$ cat src/rtl/rsc_pkg.sv
package rsc_pkg;

  localparam int REG_W = 8;

  // register addresses
  localparam logic ADDR_MON = 1'b0;
  localparam logic ADDR_SRC = 1'b1;

  // monitor register bit positions
  localparam int MON_EN_BIT   = 7;
  localparam int MON_STAT_BIT = 6;

  // cause register bit positions
  localparam int SRC_PIN_BIT = 0;
  localparam int SRC_POR_BIT = 1;
  localparam int SRC_CLK_BIT = 2;
  localparam int SRC_SEL_BIT = 3;
  localparam int SRC_SUP_BIT = 4;

  // strobes from control to datapath
  typedef struct packed {
    logic loadStretch;
    logic setPin;
    logic setSup;
    logic setClk;
    logic wrMon;
    logic wrSrc;
  } rscStrobe_t;

endpackage

$ cat src/rtl/rsc_sync.sv
module rsc_sync #(
  parameter int WIDTH = 1,
  parameter logic [WIDTH-1:0] RESET_VAL = '0
) (
  input  logic             clk,
  input  logic             arstN,
  input  logic [WIDTH-1:0] d,
  output logic [WIDTH-1:0] q
);

  logic [WIDTH-1:0] stage1Q;
  logic [WIDTH-1:0] stage2Q;

  always_ff @(posedge clk or negedge arstN) begin
    if (!arstN) begin
      stage1Q <= RESET_VAL;
      stage2Q <= RESET_VAL;
    end else begin
      stage1Q <= d;
      stage2Q <= stage1Q;
    end
  end

  assign q = stage2Q;

endmodule

$ cat src/rtl/rsc_clkmon.sv
module rsc_clkmon #(
  parameter int TIMEOUT_CYCLES = 16
) (
  input  logic refClk,
  input  logic porN,
  input  logic sysClk,
  input  logic enable,
  output logic clkLost
);

  localparam int CW = $clog2(TIMEOUT_CYCLES + 1);
  localparam logic [CW-1:0] LIMIT = CW'(TIMEOUT_CYCLES);

  logic sysClkSync;
  logic sysClkPrevQ;
  logic edgeSeen;
  logic [CW-1:0] idleCntQ;

  rsc_sync #(.WIDTH(1), .RESET_VAL(1'b0)) u_sync (
    .clk  (refClk),
    .arstN(porN),
    .d    (sysClk),
    .q    (sysClkSync)
  );

  assign edgeSeen = sysClkSync ^ sysClkPrevQ;

  always_ff @(posedge refClk or negedge porN) begin
    if (!porN) begin
      sysClkPrevQ <= 1'b0;
      idleCntQ    <= '0;
    end else begin
      sysClkPrevQ <= sysClkSync;
      if (edgeSeen || !enable) begin
        idleCntQ <= '0;
      end else if (idleCntQ != LIMIT) begin
        idleCntQ <= idleCntQ + 1'b1;
      end
    end
  end

  assign clkLost = enable && (idleCntQ == LIMIT);

  AST_IDLE_BOUND: assert property (@(posedge refClk) disable iff (!porN)
    idleCntQ <= LIMIT) else $error("idle counter passed its limit");

  AST_EDGE_CLEARS: assert property (@(posedge refClk) disable iff (!porN)
    edgeSeen |=> !clkLost) else $error("loss flagged right after an edge");

endmodule

$ cat src/rtl/rsc_ctrl.sv
module rsc_ctrl
  import rsc_pkg::*;
(
  input  logic       refClk,
  input  logic       porN,
  input  logic       pinLow,
  input  logic       supLow,
  input  logic       clkLost,
  input  logic       monEn,
  input  logic       monSel,
  input  logic       sysRstN,
  input  logic       regAddr,
  input  logic       regWrEn,
  output rscStrobe_t strobe
);

  logic supCause;
  logic anyCause;
  logic wrOpen;

  assign supCause = supLow && monEn && monSel;
  assign anyCause = pinLow || supCause || clkLost;
  assign wrOpen   = regWrEn && sysRstN;

  always_comb begin
    strobe             = '0;
    strobe.loadStretch = anyCause;
    // fixed priority: pin, then supply, then clock loss
    strobe.setPin      = pinLow;
    strobe.setSup      = supCause && !pinLow;
    strobe.setClk      = clkLost && !pinLow && !supCause;
    strobe.wrMon       = wrOpen && (regAddr == ADDR_MON);
    strobe.wrSrc       = wrOpen && (regAddr == ADDR_SRC);
  end

  AST_CAUSE_RESETS: assert property (@(posedge refClk) disable iff (!porN)
    (pinLow || clkLost) |=> !sysRstN) else $error("cause did not reset");

  AST_ONE_SETTER: assert property (@(posedge refClk) disable iff (!porN)
    $onehot0({strobe.setPin, strobe.setSup, strobe.setClk})) else $error("two causes recorded");

endmodule

$ cat src/rtl/rsc_datapath.sv
module rsc_datapath
  import rsc_pkg::*;
#(
  parameter int STRETCH_CYCLES = 8
) (
  input  logic             refClk,
  input  logic             porN,
  input  rscStrobe_t       strobe,
  input  logic             regAddr,
  input  logic [REG_W-1:0] wrData,
  input  logic             supOk,
  output logic             monEn,
  output logic             monSel,
  output logic             clkEn,
  output logic [REG_W-1:0] rdData,
  output logic             sysRstN
);

  localparam int SW = $clog2(STRETCH_CYCLES + 1);
  localparam logic [SW-1:0] STRETCH_LOAD = SW'(STRETCH_CYCLES);

  logic          monEnQ;
  logic          monSelQ;
  logic          clkEnQ;
  logic          pinFlagQ;
  logic          porFlagQ;
  logic          clkFlagQ;
  logic          supFlagQ;
  logic [SW-1:0] stretchQ;
  logic [SW-1:0] stretchNext;
  logic          sysRstNQ;
  logic [REG_W-1:0] monView;
  logic [REG_W-1:0] srcView;

  always_comb begin
    if (strobe.loadStretch) begin
      stretchNext = STRETCH_LOAD;
    end else if (stretchQ != '0) begin
      stretchNext = stretchQ - 1'b1;
    end else begin
      stretchNext = '0;
    end
  end

  always_ff @(posedge refClk or negedge porN) begin
    if (!porN) begin
      stretchQ <= STRETCH_LOAD;
      sysRstNQ <= 1'b0;
    end else begin
      stretchQ <= stretchNext;
      sysRstNQ <= (stretchNext == '0);
    end
  end

  always_ff @(posedge refClk or negedge porN) begin
    if (!porN) begin
      pinFlagQ <= 1'b0;
      porFlagQ <= 1'b1;
      clkFlagQ <= 1'b0;
      supFlagQ <= 1'b0;
    end else if (strobe.setPin || strobe.setSup || strobe.setClk) begin
      pinFlagQ <= strobe.setPin;
      porFlagQ <= 1'b0;
      clkFlagQ <= strobe.setClk;
      supFlagQ <= strobe.setSup;
    end
  end

  always_ff @(posedge refClk or negedge porN) begin
    if (!porN) begin
      monEnQ  <= 1'b1;
      monSelQ <= 1'b1;
      clkEnQ  <= 1'b0;
    end else begin
      if (strobe.wrMon) begin
        monEnQ <= wrData[MON_EN_BIT];
      end
      if (strobe.wrSrc) begin
        clkEnQ  <= wrData[SRC_CLK_BIT];
        monSelQ <= wrData[SRC_SEL_BIT];
      end
    end
  end

  always_comb begin
    monView               = '0;
    monView[MON_EN_BIT]   = monEnQ;
    monView[MON_STAT_BIT] = supOk;
    srcView               = '0;
    srcView[SRC_PIN_BIT]  = pinFlagQ;
    srcView[SRC_POR_BIT]  = porFlagQ;
    srcView[SRC_CLK_BIT]  = clkFlagQ;
    srcView[SRC_SEL_BIT]  = monSelQ;
    srcView[SRC_SUP_BIT]  = supFlagQ;
  end

  assign rdData  = (regAddr == ADDR_MON) ? monView : srcView;
  assign monEn   = monEnQ;
  assign monSel  = monSelQ;
  assign clkEn   = clkEnQ;
  assign sysRstN = sysRstNQ;

  AST_ONE_FLAG: assert property (@(posedge refClk) disable iff (!porN)
    $onehot({pinFlagQ, porFlagQ, clkFlagQ, supFlagQ})) else $error("cause flags not one-hot");

  AST_SUP_GATED: assert property (@(posedge refClk) disable iff (!porN)
    strobe.setSup |-> (monEnQ && monSelQ)) else $error("supply reset while not armed");

  AST_WRITE_LOCK: assert property (@(posedge refClk) disable iff (!porN)
    !sysRstNQ |=> ($stable(monEnQ) && $stable(monSelQ) && $stable(clkEnQ)))
    else $error("control changed during reset");

  AST_RO_BITS: assert property (@(posedge refClk) disable iff (!porN)
    (strobe.wrMon && (wrData[MON_STAT_BIT:0] != '0)) |=>
      ((regAddr != ADDR_MON) || (rdData[MON_STAT_BIT-1:0] == '0)))
    else $error("unused monitor bits took a write");

  AST_STRETCH_HOLD: assert property (@(posedge refClk) disable iff (!porN)
    strobe.loadStretch |=> (!sysRstNQ && (stretchQ == STRETCH_LOAD)))
    else $error("stretch not reloaded");

endmodule

$ cat src/rtl/reset_src_ctrl.sv
module reset_src_ctrl
  import rsc_pkg::*;
#(
  parameter int TIMEOUT_CYCLES = 16,
  parameter int STRETCH_CYCLES = 8
) (
  input  logic             refClk,
  input  logic             porN,
  input  logic             extRstN,
  input  logic             supplyOk,
  input  logic             sysClk,
  input  logic             regAddr,
  input  logic             regWrEn,
  input  logic [REG_W-1:0] regWrData,
  output logic [REG_W-1:0] regRdData,
  output logic             sysRstN
);

  logic [1:0] padSync;
  logic       clkLost;
  logic       monEn;
  logic       monSel;
  logic       clkEn;
  rscStrobe_t strobe;

  rsc_sync #(.WIDTH(2), .RESET_VAL(2'b11)) u_padSync (
    .clk  (refClk),
    .arstN(porN),
    .d    ({extRstN, supplyOk}),
    .q    (padSync)
  );

  rsc_clkmon #(.TIMEOUT_CYCLES(TIMEOUT_CYCLES)) u_clkmon (
    .refClk (refClk),
    .porN   (porN),
    .sysClk (sysClk),
    .enable (clkEn),
    .clkLost(clkLost)
  );

  rsc_ctrl u_ctrl (
    .refClk (refClk),
    .porN   (porN),
    .pinLow (!padSync[1]),
    .supLow (!padSync[0]),
    .clkLost(clkLost),
    .monEn  (monEn),
    .monSel (monSel),
    .sysRstN(sysRstN),
    .regAddr(regAddr),
    .regWrEn(regWrEn),
    .strobe (strobe)
  );

  rsc_datapath #(.STRETCH_CYCLES(STRETCH_CYCLES)) u_dp (
    .refClk (refClk),
    .porN   (porN),
    .strobe (strobe),
    .regAddr(regAddr),
    .wrData (regWrData),
    .supOk  (padSync[0]),
    .monEn  (monEn),
    .monSel (monSel),
    .clkEn  (clkEn),
    .rdData (regRdData),
    .sysRstN(sysRstN)
  );

endmodule

$ cat config.mk
export PLATFORM = sky130hd
export DESIGN_NAME = reset_src_ctrl
export DESIGN_NICKNAME = d
export VERILOG_FILES = /design/src/rtl/rsc_pkg.sv /design/src/rtl/rsc_sync.sv /design/src/rtl/rsc_clkmon.sv /design/src/rtl/rsc_ctrl.sv /design/src/rtl/rsc_datapath.sv /design/src/rtl/reset_src_ctrl.sv
export SDC_FILE = /design/constraint.sdc
export NUM_CORES = 1
export LEC_CHECK = 0
export CORE_MARGIN = 1
export CORE_UTILIZATION = 29
export DETAILED_ROUTE_END_ITERATION = 7
export DONT_BUFFER_PORTS = 1
export PLACE_DENSITY = 0.45
export SYNTH_ARGS = -nofsm -noshare
export SYNTH_HDL_FRONTEND = slang
export SYNTH_SLANG_ARGS = --single-unit
$ cat constraint.sdc
create_clock -name refClk -period 2.5 [get_ports refClk]
set_input_delay 0.25 -clock refClk [delete_from_list [all_inputs] [get_ports refClk]]
set_output_delay 0.25 -clock refClk [all_outputs]
set_load 0.05 [all_outputs]
==> results.cfg, run 1 <==
[run_status]
status = complete, no violations

[global_route]
grt_usage_pct = 10.7
antenna_found_initial = 0
grt_pass1_wl_um = 2750
overflow = 0
grt_max_degree = 25
grt_pass1_vias = 627

[setup_path]
endpoint_kind = register
cp_max_fo = 6
crit_type = register to register
max_stage_delay_ns = 0.45
arrival_ns = 1.84
crit_path_start_kind = register
cp_slowest_cell = a221o_1
cp.required_ns = 2.75
crit_chain = inv_1 > ha_1 > and4bb_4 > a221o_1 > nor3_2

[cells_and_area]
final.fill_count = 329
drive_gt1_share_pct = 20.9
final_cell_mix = dfrtp_1 (16), dfstp_2 (8), nor2_1 (7)
final_area_um2 = 1130
area_growth_pct = 14.1
fin_cells = 135
finalNetCount = 109
n_antenna_cell = 0
final_common_cell = dfrtp_1
final_util_pct = 35.8

[timing]
finClkSkew_ns = 0.00408
post-route-period-util_pct = 63.5
fin_ws_ns = 0.913
finalSetupTns_ns = 0
finalSetupViolCount = 0
drv_slew = 0
whs_ns = 0.0734
hold_viol = 0
rsz0062_at_grt = false
timing.fmax_ghz = 0.630
relSlewSlack_pct = 28.8
max_slew.worst_pin.slew_ns = 1.07
min_period_ns = 1.59

[clock_tree]
clockBufferDepth = 2
tritoncts = yes
clk_pin_slew_ns = 0.13
cts_num_sinks = 24
root_buffer = clkbuf_4
insertion_delay_ns = 0.31
cts.htree.levels = 1
cts_setup_buffers = 0
cts_made_buffers = 3

[routing]
wl_per_cell_um = 11.8
vias_per_cell = 4.37
drt_pass1_iterations = 4
final_antenna_net_count = 0
vias = 590
drt-initial-drc-count = 23
drc = 0
wl_um = 1600

[yosys]
synth_edf_count = 0
ys_ff_latch = 24
syn-num-nets = 99
asyncSetResetFlopFracSynth_pct = 100
synth_area_um2 = 988
ys.flop_type = dfrtp_1
yosysSeqAreaShare_pct = 61.8
yosys_warnings = 0
syn_area_per_cell_um2 = 12.1
synth_cell_type_count = 26
synthCells = 82

[floorplanning]
floorplan.initialDensity_pct = 31.3
io_pins = 24
die_h_um = 60.4
die_w_um = 60.4
rows = 20
dieArea_um2 = 3650
core_region_area_um2 = 3150

[place]
dpl_cell_area_um2 = 1050
dp_cells = 127
hpwl_um = 1140
dp_slack_ns = 0.914
io_buffers = 0
gp_congestion = 0.658

[power]
netSwitchingFraction_pct = 32.8
clockPowerShare_pct = 20.7
p_total_mw = 0.977
intPower_mw = 0.657
pwr-share-comb_pct = 22.0
power.density_nw_per_um2 = 867
p_leak_nw = 0.482
p_seq_share_pct = 57.3
p_sw_mw = 0.320
ir_worst_vdd_mv = 0.258

[min_path]
hold_path.class = input pin to register

[run]
maxCapViolCount = 0
[cell type report]
class / count / area (um^2) / share of cell area [%]
flip-flops and latches: 24 / 611 / 54.2
repair buffers: 6 / 55.1 / 4.88
multi-input cells: 53 / 355 / 31.5
inverters: 4 / 15.0 / 1.33
clock buffers: 4 / 36.3 / 3.22
well taps: 44 / 55.1 / 4.88
[flip-flops by register name, indices dropped and copies added, names as in the netlist]
register                 cells
u_dp.sysRstN                 1
u_dp.stretchQ                4
u_clkmon.sysClkPrevQ         1
u_dp.clkEn                   1
u_dp.monEn                   1
u_padSync.stage1Q            2
u_dp.monSel                  1
u_clkmon.u_sync.q            1
u_clkmon.u_sync.stage1Q      1
u_dp.porFlagQ                1
u_padSync.q                  2
u_dp.pinFlagQ                1
u_dp.supFlagQ                1
u_clkmon.idleCntQ            5
u_dp.clkFlagQ                1
[per-layer routing]
metal / global-route usage (%) / wire (um)
met1: 12.1 / 737
met4: 7.97 / 32
met2: 17.4 / 755
met5: 0 / 0
met3: 2.56 / 70
[power by group through the flow]
stage          clock, mW  sequential [mW]  combinational, mW
2_1_floorplan          0            0.549              0.178
3_3_place_gp           0            0.565              0.200
3_5_place_dp           0            0.567              0.205
4_1_cts            0.221            0.560              0.219
5_1_grt            0.231            0.577              0.247
6_report           0.202            0.560              0.215
[Yosys cell counts (all sizes together), types with 3 or more instances]
cell | number | share of area (%)
dfrtp | 16 | 41
dfstp | 8 | 21
nor2 | 7 | 2.7
and2 | 6 | 3.8
nand2 | 5 | 1.9
inv | 4 | 1.5
nor2b | 4 | 2.5
mux2 | 3 | 3.4
nand3 | 3 | 1.5
nor3 | 3 | 2.0
o21ai | 3 | 1.5
xnor2 | 3 | 2.7
[what timing repair did]
action | CTS | global route
hold endpoints to repair | 27 | 0
hold buffers | 4 | 0
resized for setup | 0 | 0
[critical path: cells and delay by family (launching register included)]
family,cells,cell delay (ns)
and+or+nand+nor,2,0.39
buffers and inverters,1,0.08
adders and majority gates,1,0.20
AOI/OAI and AO/OA,1,0.45
DFF,1,0.40
[kinds of logic after synthesis]
group | synth area share (%)
AND/OR/NAND/NOR | 18.2
other | 0.379
adder cells (fa/ha/maj) | 2.53
flip-flops | 61.8
XOR/XNOR | 4.43
buffers and inverters | 2.28
AO/OA/AOI/OAI | 5.95
multiplexers | 4.43
[path summary, 6_finish.rpt]
kind | start | endpoint | slack [ns] | depth (start not counted)
max in group asynchronous | porN | u_clkmon.sysClkPrevQ | 1.30 | 1
worst min register to register | u_clkmon.u_sync.stage1Q | u_clkmon.u_sync.q | 0.37 | 0
worst min-delay path | regWrData[2] | u_dp.clkEn | 0.07 | 1
min in group asynchronous | porN | u_dp.pinFlagQ | 0.57 | 1
worst max register to register | u_clkmon.idleCntQ[0] | u_dp.stretchQ[0] | 0.91 | 5
worst max-delay path | u_clkmon.idleCntQ[0] | u_dp.stretchQ[0] | 0.91 | 5
Power figures use the tool's default switching activity.
==> run 2: changes to the inputs <==
- ABC_AREA: default -> 1
- clock period: 2.5 -> 1.5 ns (I/O delays scaled with it)
==> run 2 against run 1 <==
  * Clock skew up 0.00096 ns
  * Sequential cell count unchanged
  * Sequential share of layout area down 4.5 points
  * Power up 81%
  * Critical endpoint is now regRdData[3]
==> results.cfg, run 2 <==
[power]
p_sw_mw = 0.636
p_leak_nw = 0.621
clockPowerShare_pct = 19.1
intPower_mw = 1.13
netSwitchingFraction_pct = 36.0
power.density_nw_per_um2 = 1440
p_total_mw = 1.77
ir_worst_vdd_mv = 0.338
p_seq_share_pct = 50.6
pwr-share-comb_pct = 30.3

[run]
maxCapViolCount = 0

[yosys]
synthCells = 117
synth_cell_type_count = 21
asyncSetResetFlopFracSynth_pct = 100
synth_area_leader_cell = dfrtp_1
yosysTopAreaCellShare_pct = 38.4
synth_most_common_cell = nand2_1
ys_ff_latch = 24
syn-num-nets = 134
syn_area_per_cell_um2 = 8.91
synth_area_um2 = 1040
yosys-top-cells-count = nand2_1 (25), inv_1 (20), nor2_1 (18)
yosys-top-cells-area = dfrtp_1 (38%), dfstp_2 (20%), nand2_1 (9.0%), inv_1 (7.2%), nor2_1 (6.5%)
yosys_warnings = 0
yosysSeqAreaShare_pct = 58.6
ys.flop_type = dfrtp_1
synth_edf_count = 0

[place]
dp_cells = 164
gp_congestion = 0.728
io_buffers = 0
hpwl_um = 1220
dpl_cell_area_um2 = 1110

[floorplanning]
io_pins = 24
die_w_um = 62.0
rows = 21
floorplan.initialDensity_pct = 30.7
die_h_um = 62.0
dieArea_um2 = 3840
core_region_area_um2 = 3390

[min_path]
hold_path.class = input pin to register

[setup_path]
crit_path_start_kind = register
endpoint_kind = output pin
crit_buf_inv = 1
crit_type = register to output pin
cp.required_ns = 1.35
max_stage_delay_ns = 0.56
crit_chain = nand2_1 > inv_1
cp_max_fo = 3
cp_slowest_cell = dfstp_2
critical-path-top-delay-family = flip-flops
arrival_ns = 1.23

[clock_tree]
clk_pin_slew_ns = 0.13
cts_made_buffers = 3
insertion_delay_ns = 0.31
cts.htree.levels = 1
tritoncts = yes
cts_setup_buffers = 0
clockBufferDepth = 2
cts_num_sinks = 24
root_buffer = clkbuf_4

[cells_and_area]
final_common_cell = nand2_1
final.fill_count = 355
largest_register = u_clkmon.idleCntQ
final_cell_mix = nand2_1 (25), inv_1 (20), nor2_1 (18)
fin_cells = 176
largest_registers = u_clkmon.idleCntQ (5), u_dp.stretchQ (4)
area_growth_pct = 18.0
final_area_um2 = 1230
multi_input_area_um2 = 344
largest_reg_flops = 5
drive_gt1_share_pct = 15.4
finalNetCount = 148
n_antenna_cell = 0
seq_area_um2 = 611

[routing]
vias_per_cell = 4.19
drc = 0
vias = 737
wl_um = 1690
wl_per_cell_um = 9.61
drt-initial-drc-count = 14
final_antenna_net_count = 0
drt_pass1_iterations = 4

[timing]
finalSetupViolCount = 0
min_period_ns = 1.38
hold_viol = 0
relSlewSlack_pct = 29.0
rsz0062_at_grt = false
timing.fmax_ghz = 0.725
drv_slew = 0
post-route-period-util_pct = 92.0
finClkSkew_ns = 0.00504
max_slew.worst_pin.slew_ns = 1.06
finalSetupTns_ns = 0

[global_route]
grt_pass1_vias = 635
antenna_found_initial = 0
overflow = 0
grt_max_degree = 25
grt_usage_pct = 9.86
grt_pass1_wl_um = 2650

[run_status]
status = complete, no violations
==> run 2: changes by cell type after synthesis, sizes merged, moves of 2 or more <==
cell	previous run	this run
nor2b	4	0
nor3	3	0
nand3	3	10
inv	4	20
and2	6	0
or2	0	2
nand2	5	25
mux2	3	0
a21oi	2	4
xnor2	3	0
nor2	7	20
==> run 2: worst register-to-register path: stages (launching register included) <==
cell,delay (ns)
dfrtp_1,0.43
inv_1,0.09
ha_1,0.14
nand2_1,0.05
inv_1,0.11
nand3_2,0.13
nand2_1,0.17
nor2_1,0.07
==> run 2: final cells by class <==
class / instances / share of cell area (%)
clock buffer: 4 / 2.95
sequential: 24 / 49.6
tap: 46 / 4.68
inverter: 20 / 6.10
multi-input combinational: 71 / 28.0
timing repair buffer: 11 / 8.65
==> run 2: what timing repair did <==
action                                  4_1_cts  5_1_grt
hold endpoints to repair                     30        1
hold buffers                                  8        1
resized for setup                             0        1
endpoints found under the setup margin        0        1
==> run 2: through the flow <==
| stage | setup slack [ns] | hold slack [ns] | utilization, % |
|---|---|---|---|
| floorplan | 0.156 | -0.146 | - |
| global placement | 0.240 | -0.145 | 32.7 |
| detailed placement | 0.225 | -0.145 | 32.7 |
| CTS | 0.0392 | 0.0485 | 36.2 |
| global route | 0.0423 | 0.00936 | 36.3 |
| finish | 0.121 | 0.0000687 | 36.3 |
==> run 2: path summary, 6_finish.rpt <==
check	startpoint	endpoint	slack, ns	cells after the start
setup reg to reg	u_clkmon.idleCntQ[0]	u_dp.stretchQ[1]	0.22	7
setup / recovery	u_dp.monSel	regRdData[3]	0.12	2
min in group asynchronous	porN	u_dp.clkFlagQ	0.46	1
max in group asynchronous	porN	u_clkmon.idleCntQ[1]	0.40	1
hold / removal	regAddr	u_dp.monEn	0.00007	2
hold reg to reg	u_clkmon.u_sync.stage1Q	u_clkmon.u_sync.q	0.36	0
==> run 2: logic make-up (layout without fill, tap and decap cells) <==
family | after synthesis | in the layout | share of synthesized area (%)
compound gates | 8 | 8 | 4.68
xor+xnor | 2 | 2 | 1.68
fa+ha+maj | 2 | 2 | 2.40
buf+inv | 22 | 35 | 8.40
flops | 24 | 24 | 58.6
other cells | 1 | 1 | 0.360
simple gates | 58 | 58 | 23.9
==> run 2: power by group through the flow <==
stage	logic, mW	registers, mW	clock network (mW)
2_1_floorplan	0.382	0.923	0
3_3_place_gp	0.491	0.904	0
3_5_place_dp	0.504	0.904	0
4_1_cts	0.554	0.894	0.353
5_1_grt	0.618	0.917	0.373
6_report	0.535	0.894	0.337
==> run 2: routing by layer <==
layer / GRT usage [%] / part of all wire (%) / up-vias
met3: 3.11 / 3.8 / 4
li1: - / - / 380
met1: 11.7 / 49 / 337
met4: 5.71 / 2.2 / 0
met2: 15.7 / 45 / 16
met5: 0 / 0 / -
